==> config.mk <==
export PLATFORM = sky130hd
export DESIGN_NAME = slot_window_enforcer
export DESIGN_NICKNAME = d
export VERILOG_FILES = /design/src/rtl/enf_pkg.sv /design/src/rtl/enf_history.sv /design/src/rtl/enf_tally.sv /design/src/rtl/enf_fsm.sv /design/src/rtl/slot_window_enforcer.sv
export SDC_FILE = /design/constraint.sdc
export NUM_CORES = 1
export LEC_CHECK = 0
export BUFFER_PORTS_ARGS = -buffer_cell sky130_fd_sc_hd__buf_2
export CORE_MARGIN = 1
export CORE_UTILIZATION = 25
export DETAILED_ROUTE_END_ITERATION = 6
export SYNTH_ARGS = -nofsm -noshare
export SYNTH_HDL_FRONTEND = slang
export SYNTH_HIERARCHICAL = 1
export SYNTH_SLANG_ARGS = --single-unit
==> constraint.sdc <==
create_clock -name clk -period 7.5 [get_ports clk]
set_clock_uncertainty 0.15 [all_clocks]
set_input_delay 1.5 -clock clk [delete_from_list [all_inputs] [get_ports clk]]
set_output_delay 1.5 -clock clk [all_outputs]
set_load 0.01 [all_outputs]
==> src/rtl/enf_pkg.sv <==
`timescale 1ns/1ps
package enf_pkg;
    typedef enum logic {
        ST_SLACK = 1'b0,
        ST_EDGE  = 1'b1
    } enf_state_e;
endpackage

==> src/rtl/enf_history.sv <==
`timescale 1ns/1ps
// Shift store of the last DEPTH credit bits; oldest bit leaves each slot.
module enf_history #(
    parameter int DEPTH = 25
) (
    input  logic clk,
    input  logic rst_n,
    input  logic credit,
    output logic oldest
);
    logic [DEPTH-1:0] bits_q;

    generate
        if (DEPTH == 1) begin : g_single
            always_ff @(posedge clk) begin
                if (!rst_n) bits_q <= '1;
                else        bits_q <= credit;
            end
        end else begin : g_chain
            always_ff @(posedge clk) begin
                if (!rst_n) bits_q <= '1;
                else        bits_q <= {bits_q[DEPTH-2:0], credit};
            end
        end
    endgenerate

    assign oldest = bits_q[DEPTH-1];
endmodule

==> src/rtl/enf_tally.sv <==
`timescale 1ns/1ps
// Running count of credits held in the history store.
module enf_tally #(
    parameter int DEPTH = 25,
    parameter int CW    = 6
) (
    input  logic          clk,
    input  logic          rst_n,
    input  logic          credit,
    input  logic          oldest,
    output logic [CW-1:0] count_nx
);
    logic [CW-1:0] count_q;

    always_comb begin
        count_nx = count_q + {{(CW-1){1'b0}}, credit} - {{(CW-1){1'b0}}, oldest};
    end

    always_ff @(posedge clk) begin
        if (!rst_n) count_q <= CW'(DEPTH);
        else        count_q <= count_nx;
    end
endmodule

==> src/rtl/enf_fsm.sv <==
`timescale 1ns/1ps
// Two-state controller: slack in the window or on its last spare credit.
module enf_fsm
    import enf_pkg::*;
#(
    parameter int NEED = 1,
    parameter int CW   = 6
) (
    input  logic          clk,
    input  logic          rst_n,
    input  logic          conflict,
    input  logic [CW-1:0] count_nx,
    output logic          stall
);
    enf_state_e state_q;
    enf_state_e state_nx;

    always_comb begin
        state_nx = state_q;
        unique case (state_q)
            ST_SLACK: if (count_nx < CW'(NEED))  state_nx = ST_EDGE;
            ST_EDGE:  if (count_nx >= CW'(NEED)) state_nx = ST_SLACK;
            default:  state_nx = ST_SLACK;
        endcase
    end

    always_ff @(posedge clk) begin
        if (!rst_n) state_q <= ST_SLACK;
        else        state_q <= state_nx;
    end

    always_comb begin
        unique case (state_q)
            ST_SLACK: stall = 1'b0;
            ST_EDGE:  stall = conflict;
            default:  stall = 1'b0;
        endcase
    end
endmodule

==> src/rtl/slot_window_enforcer.sv <==
`timescale 1ns/1ps
// Guarantees NEED refresh-capable slots in every WIN consecutive slots.
module slot_window_enforcer #(
    parameter int WIN  = 26,
    parameter int NEED = 1
) (
    input  logic clk,
    input  logic rst_n,
    input  logic req_valid,
    input  logic no_conflict,
    output logic req_ready,
    output logic stall,
    output logic slot_credit
);
    localparam int DEPTH = WIN - 1;
    localparam int CW    = $clog2(WIN) + 1;

    logic          conflict;
    logic          oldest;
    logic [CW-1:0] count_nx;

    assign conflict    = req_valid & ~no_conflict;
    assign slot_credit = ~conflict | stall;
    assign req_ready   = ~stall;

    enf_history #(.DEPTH(DEPTH)) u_hist (
        .clk    (clk),
        .rst_n  (rst_n),
        .credit (slot_credit),
        .oldest (oldest)
    );

    enf_tally #(.DEPTH(DEPTH), .CW(CW)) u_tally (
        .clk      (clk),
        .rst_n    (rst_n),
        .credit   (slot_credit),
        .oldest   (oldest),
        .count_nx (count_nx)
    );

    enf_fsm #(.NEED(NEED), .CW(CW)) u_fsm (
        .clk      (clk),
        .rst_n    (rst_n),
        .conflict (conflict),
        .count_nx (count_nx),
        .stall    (stall)
    );
endmodule

==> results of run 1 <==
## kinds of logic (layout without fill, tap and decap cells)
kind of cell / count (synthesis) / count (layout) / synth area share
AO/OA/AOI/OAI: 7 / 7 / 0.0521
XOR/XNOR: 5 / 5 / 0.0372
adder cells (fa/ha/maj): 7 / 7 / 0.0809
buffers and inverters: 14 / 26 / 0.0468
flip-flops: 32 / 32 / 0.545
multiplexers: 2 / 2 / 0.0213
AND/OR/NAND/NOR: 39 / 39 / 0.217
## final timing paths
check                                       start           endpoint  slack, ns  cells after the start
worst max-delay path                    req_valid        slot_credit       3.34                      5
worst min-delay path            u_hist/bits_q[23]  u_hist/bits_q[24]       0.26                      1
worst max register to register      u_fsm/state_q      u_fsm/state_q       5.00                      8
worst min register to register  u_hist/bits_q[23]  u_hist/bits_q[24]       0.26                      1
## layer usage
| layer | wire length [um] | up-vias | global-route usage | part of all wire |
|---|---|---|---|---|
| met5 | 0 | - | 0 | 0 |
| met4 | 36 | 0 | 0.0467 | 0.023 |
| met3 | 25 | 5 | 0.0171 | 0.016 |
| met2 | 780 | 5 | 0.128 | 0.49 |
| met1 | 736 | 297 | 0.0868 | 0.47 |
| li1 | - | 349 | - | - |
## Yosys cell counts, types with 2 or more instances
cell	count	area share
or2b_1	4	0.026
dfxtp_1	32	0.54
buf_2	2	0.0085
and2_1	2	0.011
xnor2_1	3	0.022
inv_1	11	0.035
a21oi_2	3	0.022
nand2_1	3	0.0096
ha_1	6	0.064
nand2b_1	24	0.13
xor2_1	2	0.015
## sequential cells by signal (all words and copies together), names as in the netlist
signal,count
u_tally/count_q,6
u_hist/bits_q,25
u_fsm/state_q,1
## where the power goes
| part | switching, uW | internal [uW] |
|---|---|---|
| registers | 6.25 | 182 |
| logic | 77.0 | 70.6 |
| clock network | 60.5 | 64.5 |
| total | 144 | 317 |
## cell type report
cell class	count	area, sq um	share of cell area
sequential	32	641	0.475
tap	52	65.1	0.0482
clock inverter	3	18.8	0.0139
multi-input combinational	60	480	0.356
inverter	12	45.0	0.0334
timing repair buffer	6	30.0	0.0223
clock buffer	5	68.8	0.0510
## through the flow
step / hold WS [ns] / worst slack, ns / power (uW)
final: 0.255 / 3.34 / 461
after global routing: 0.276 / 3.27 / 496
after CTS: 0.258 / 3.33 / 468
after detailed placement: 0.242 / 3.34 / 342
after global placement: 0.241 / 3.38 / 336
after floorplan: 0.235 / 3.55 / 318
==> results.tsv, run 1 <==
metric	value	unit
top_reg_cell synth	dfxtp_1	
first-pass GRT wire length	2950	um
Top delay family on crit path	simple AND/OR/NAND/NOR gates	
antenna-violating nets left	0	
Fmax	240	MHz
Yosys cell types	25	
worst-path fanout max	3	
initial core utilization	0.265	
post-layout min period	4.16	ns
area of the die	4980	sq um
Leakage	0.000563	uW
DR pass1 iterations	4	
endpoints failing setup	0	
register bit count reported by yosys	32	
Relative slew margins	0.660	
Placed Cells	162	
Post-Synthesis Cells	106	
leading cell types in the layout, fill and taps excluded	dfxtp_1, nand2b_1, inv_1	
IO Port Bufs	6	
WP buf/inv	2	
layout cells sized above 1	0.195	
placed cell areas	1260	sq um
Critical Path End Type	output pin	
CTS H-tree lvls	2	
pin count of the biggest net entering global routing	35	
antenna diode count	0	
CTS sink cnt	32	
max-cap viol count	0	
final hold vios	0	
crit path cell chain	buf_2, and2b_2, and2_1, or3b_1, buf_2	
Power Density	342	nW/um^2
fin area	1350	sq um
CP Launch Type	primary input	
worst hold path type	flip-flop to flip-flop	
Max clock buf depth	2	
Post-synth EDFFs	0	
DR iter-0 viols	20	
via count	656	
Finished Core Util	0.303	
outcome	finished, final reports clean	
most used cell, CP	buf_2	
DR WL/cell	9.28	um
DRC violations left	0	
CTS clk-pin slew, worst paths	0.07	ns
Ports	7	
Max rail drop VDD	0.150	mV
number of buffers created by CTS	5	
Die Ht	70.6	um
final net count	128	
grt total ovfl	0	
commonest non-fill, non-tap cell in the layout	dfxtp_1	
Filler cells	467	
DP HPWL	1090	um
Post-CTS Hold Fix Bufs	0	
initial antenna violation count	0	
Layout Cells excl Fill	170	
asr flop ratio synth	0	
vias in the first global route	685	
setup bufs post-CTS	0	
critical path required time	5.85	ns
Rows	24	
crit share post-route	0.555	
total track usage	0.0756	
Post-Route WL	1580	um
crit-path max cell delay	0.41	ns
Syn-to-layout area delta	14.7	%
Setup TNS	0	ns
CORE AREA	4440	sq um
Arr. time, crit path	2.51	ns
Synthesized Nets	117	
Worst Tran Pin Value	0.509	ns
Critical-path top delay cell	or3b_1	
post-cts sizing count	0	
Mapped Area	1180	sq um
yosys warns	6	
sequential share of the synthesized area	0.545	
Worst-Skew Late Latency	0.27	ns
CTS root buf	clkbuf_8	
CTS tree	done	
Avg Inst Size Synth	11.1	sq um
critical path class	primary input to output pin	
placer congestion estimate	0.643	
drt via density	3.86	
Die Width	70.6	um
RSZ-0062 raised after global routing	false	
Final Max Tran Viols	0	
(Power assumes the default switching activity.)
==> run 2: changes to the inputs <==
Clock period 7.5 ns to 4.1 ns, I/O delays scaled along.
==> run 2 against run 1 <==
  * Cell area rose by 1.5%
  * Die area unchanged
  * Critical path depth increased by 5
  * Critical endpoint is now u_fsm/state_q
  * Largest cell class unchanged
==> results.tsv, run 2 (synthesized netlist as in run 1, its figures left out) <==
metric	value	unit
worst-path fanout max	3	
met3 wire length	48	um
antenna-violating nets left	0	
CP Launch Type	primary input	
DR WL/cell	9.28	um
Final Max Tran Viols	0	
pin count of the biggest net entering global routing	35	
grt total ovfl	0	
CP Launch Point	no_conflict	
first-pass GRT wire length	2880	um
Worst R2R End	u_fsm/state_q	
vias in the first global route	689	
area of the die	4980	sq um
final net count	128	
initial antenna violation count	0	
Reg2Reg Setup Slack	1.68	ns
via count	670	
post-cts sizing count	0	
Die Ht	70.6	um
final hold vios	0	
Post-CTS Hold Fix Bufs	0	
top flop regs	u_hist/bits_q x25, u_tally/count_q x6, u_fsm/state_q x1	
Syn-to-layout area delta	16.4	%
drt via density	3.94	
Die Width	70.6	um
number of flip-flops in the largest register	25	
Critical-path top delay cell	or4b_1	
Worst Tran Pin Value	0.515	ns
total track usage	0.0763	
Fmax	338	MHz
Highest Signal Layer	met4	
DR iter-0 viols	6	
Relative slew margins	0.657	
Setup TNS	0	ns
Max clock buf depth	2	
max-cap viol count	0	
WP depth	10	
WL met2	715	um
post-layout min period	2.96	ns
Arr. time, crit path	3.01	ns
endpoints failing setup	0	
worst hold path type	flip-flop to flip-flop	
Max rail drop VDD	0.285	mV
CTS root buf	clkbuf_8	
Finished Core Util	0.308	
Rows	24	
leading cell types in the layout, fill and taps excluded	dfxtp_1, nand2b_1, inv_1	
worst hold start	u_hist/bits_q[23]	
CTS sink cnt	32	
CTS tree	done	
layout cells sized above 1	0.186	
critical path class	primary input to flip-flop	
commonest non-fill, non-tap cell in the layout	dfxtp_1	
Top delay family on crit path	simple AND/OR/NAND/NOR gates	
Min-Delay Path Depth	1	
DP HPWL	1060	um
placer congestion estimate	0.786	
Leakage	0.000570	uW
DR pass1 iterations	4	
Ports	7	
initial core utilization	0.265	
Design Power	906	uW
Power Density	662	nW/um^2
Most flops, register	u_hist/bits_q	
setup bufs post-CTS	0	
RSZ-0062 raised after global routing	false	
IO Port Bufs	6	
CORE AREA	4440	sq um
Hold Path Sink	u_hist/bits_q[24]	
crit share post-route	0.722	
antenna diode count	0	
crit path cell chain	buf_2, and2b_2, and2_1, or3b_1, ha_1, a21oi_2, o21bai_1, xor2_1, or4b_1, nor4_2	
CTS H-tree lvls	2	
DRC violations left	0	
crit-path max cell delay	0.54	ns
M1 wire length	755	um
Worst-Skew Late Latency	0.28	ns
number of buffers created by CTS	5	
hold slack	0.257	ns
critical path required time	4.15	ns
Worst Reg-to-Reg Cells	8	
outcome	finished, final reports clean	
CTS clk-pin slew, worst paths	0.06	ns
Critical Path End Type	flip-flop	
reg2reg start	u_fsm/state_q	
Post-Route WL	1580	um
WP buf/inv	1	
-- run 2: through the flow --
| stage | std cells | setup slack (ns) | area, sq um |
|---|---|---|---|
| final | 170 | 1.14 | 1370 |
| after global routing | 170 | 0.986 | 1370 |
| after CTS | 170 | 1.13 | 1370 |
| after detailed placement | 162 | 0.858 | 1260 |
| after global placement | 162 | 0.945 | 1260 |
| after floorplan | 106 | 0.966 | 1180 |
-- run 2: how the worst max path moves through the flow --
stage | to | slack (ns)
2_1_floorplan | u_fsm/state_q | 0.97
3_3_place_gp | u_fsm/state_q | 0.94
3_5_place_dp | u_fsm/state_q | 0.86
4_1_cts | u_fsm/state_q | 1.13
5_1_grt | u_fsm/state_q | 0.99
6_report | u_fsm/state_q | 1.14
-- run 2: routing by layer --
layer	up-vias	GRT usage
met5	-	0
met4	0	0.0600
met3	6	0.0256
met2	7	0.123
met1	308	0.0827
li1	349	-
-- run 2: cell type report --
cell class                 instances  area, sq um
fill                             469         3080
inverter                          12         45.0
multi-input combinational         60          480
timing repair buffer               6         30.0
clock inverter                     2         35.0
sequential                        32          641
clock buffer                       6         72.6
tap                               52         65.1
-- run 2: report_power, final --
part           leakage (uW)  switching (uW)  internal (uW)
combinational      0.000255             142            129
sequential         0.000261            11.9            334
clock             0.0000552             109            180
total              0.000570             263            643
-- run 2: worst register-to-register path: cells and delay by family (launching register included) --
family,cells,cell delay [ns]
and+or+nand+nor,4,1.22
DFF,1,0.30
AOI/OAI and AO/OA,2,0.27
xor gates and xnor gates,1,0.15
adders and majority gates,1,0.24
==> run 3: changes to the inputs <==
Clock period 4.1 ns to 2.5 ns, I/O delays scaled along.
==> run 3 against run 2 <==
  * The flow now finishes with violations (setup timing)
  * Flip-flop and latch count unchanged
  * Cell area rose by 4.4%
  * Core utilization grew 1.4 points
  * Critical path type unchanged
  * Highest routed layer unchanged
==> results.tsv, run 3 (synthesized netlist as in run 1, its figures left out) <==
metric	value	unit
critical path required time	2.54	ns
CTS H-tree lvls	2	
Fmax	398	MHz
Die Ht	70.6	um
DR pass1 iterations	3	
Top delay family on crit path	simple AND/OR/NAND/NOR gates	
DR WL/cell	10.2	um
crit share post-route	1.00	
Power Density	1030	nW/um^2
Ports	7	
Layout Cells excl Fill	174	
Rows	24	
layout cells sized above 1	0.254	
commonest non-fill, non-tap cell in the layout	dfxtp_1	
CTS root buf	clkbuf_8	
pin count of the biggest net entering global routing	34	
antenna-violating nets left	0	
worst hold path type	flip-flop to flip-flop	
placed cell areas	1310	sq um
number of flip-flops in the largest register	25	
leading cell types in the layout, fill and taps excluded	dfxtp_1, nand2b_1, inv_1	
crit path cell chain	buf_6, and2b_2, and2_4, or3b_4, ha_4, a21oi_2, o21bai_1, xor2_1, or4b_4, nor4_2	
vias in the first global route	704	
CTS clk-pin slew, worst paths	0.06	ns
setup ws final	-0.0107	ns
first-pass GRT wire length	3060	um
CORE AREA	4440	sq um
DP HPWL	1160	um
max-cap viol count	0	
number of buffers created by CTS	5	
Arr. time, crit path	2.55	ns
via count	697	
critical path class	primary input to flip-flop	
placer congestion estimate	0.766	
Placed Cells	166	
Leakage	0.000598	uW
Max rail drop VDD	0.515	mV
Worst Tran Pin Value	0.289	ns
failing checks	setup timing	
outcome	complete, but fails checks	
grt total ovfl	0	
dpl ws	-0.311	ns
endpoints failing setup	1	
IO Port Bufs	6	
DRC violations left	0	
CTS tree	done	
Relative slew margins	0.807	
Post-Route WL	1770	um
Syn-to-layout area delta	21.5	%
drt via density	4.01	
Critical-path top delay cell	or4b_4	
Die Width	70.6	um
Final Max Tran Viols	0	
CP Launch Type	primary input	
initial core utilization	0.265	
crit-path max cell delay	0.54	ns
RSZ-0062 raised after global routing	true	
Max clock buf depth	2	
Critical Path End Type	flip-flop	
worst-path fanout max	2	
post-layout min period	2.51	ns
CTS sink cnt	32	
final hold vios	0	
fin area	1430	sq um
Worst-Skew Late Latency	0.27	ns
WP buf/inv	1	
area of the die	4980	sq um
DR iter-0 viols	15	
final net count	133	
antenna diode count	0	
total track usage	0.0829	
Post-CTS Hold Fix Bufs	0	
Most flops, register	u_hist/bits_q	
top flop regs	u_hist/bits_q x25, u_tally/count_q x6, u_fsm/state_q x1	
initial antenna violation count	0	
run 3: cell types whose count changed in the layout (fill, tap and decap cells not counted), sizes merged:
cell and delta:
clkinv -1, clkbuf +1, buf +5, bufinv -1
run 3: worst paths after layout:
check                                         from                end  slack, ns  depth (start not counted)
worst min register to register   u_hist/bits_q[18]  u_hist/bits_q[19]       0.25                          1
worst min-delay path             u_hist/bits_q[18]  u_hist/bits_q[19]       0.25                          1
worst max register to register  u_tally/count_q[0]      u_fsm/state_q       0.15                          9
worst max-delay path                   no_conflict      u_fsm/state_q      -0.01                         10
run 3: stage by stage:
step                      setup TNS [ns]   util  hold slack (ns)  total power, uW
after floorplan                   -0.200      -            0.235              959
after global placement            -0.341  0.294            0.239             1030
after detailed placement          -0.479  0.294            0.243             1050
after CTS                              0  0.319            0.258             1470
after global routing             -0.0602  0.322            0.274             1550
final                            -0.0107  0.322            0.254             1470
run 3: where the power goes:
| part | leakage, uW | switching, uW | total, uW | internal (uW) |
|---|---|---|---|---|
| combinational | 0.000287 | 260 | 494 | 234 |
| sequential | 0.000261 | 18.6 | 566 | 547 |
| clock | 0.0000503 | 168 | 412 | 245 |
run 3: what timing repair did:
| item | in CTS | in global routing |
|---|---|---|
| setup buffers | 1 | 0 |
| endpoints found under the hold margin | 0 | 0 |
| setup endpoints to repair | 1 | 1 |
| pin swaps | 3 | 0 |
| resized for setup | 1 | 2 |
run 3: layout make-up:
| type | instances | area (sq um) |
|---|---|---|
| flip-flops and latches | 32 | 641 |
| clock buffers | 7 | 96.3 |
| repair buffers | 11 | 80.1 |
| fillers | 453 | 3020 |
| inverters | 12 | 45.0 |
| multi-input cells | 60 | 502 |
| well taps | 52 | 65.1 |
run 3: per-layer routing:
layer,share of wire,global-route usage,up-vias
li1,-,-,358
met1,0.46,0.0879,321
met5,0,0,-
met2,0.47,0.131,9
met4,0.052,0.0844,0
met3,0.022,0.0228,9
run 3: worst register-to-register path, stage by stage (launching register included):
cell,delay (ns)
dfxtp_1,0.31
inv_1,0.04
ha_1,0.26
inv_1,0.09
ha_4,0.14
inv_1,0.04
fa_1,0.49
inv_1,0.07
or4b_4,0.55
nor4_2,0.13
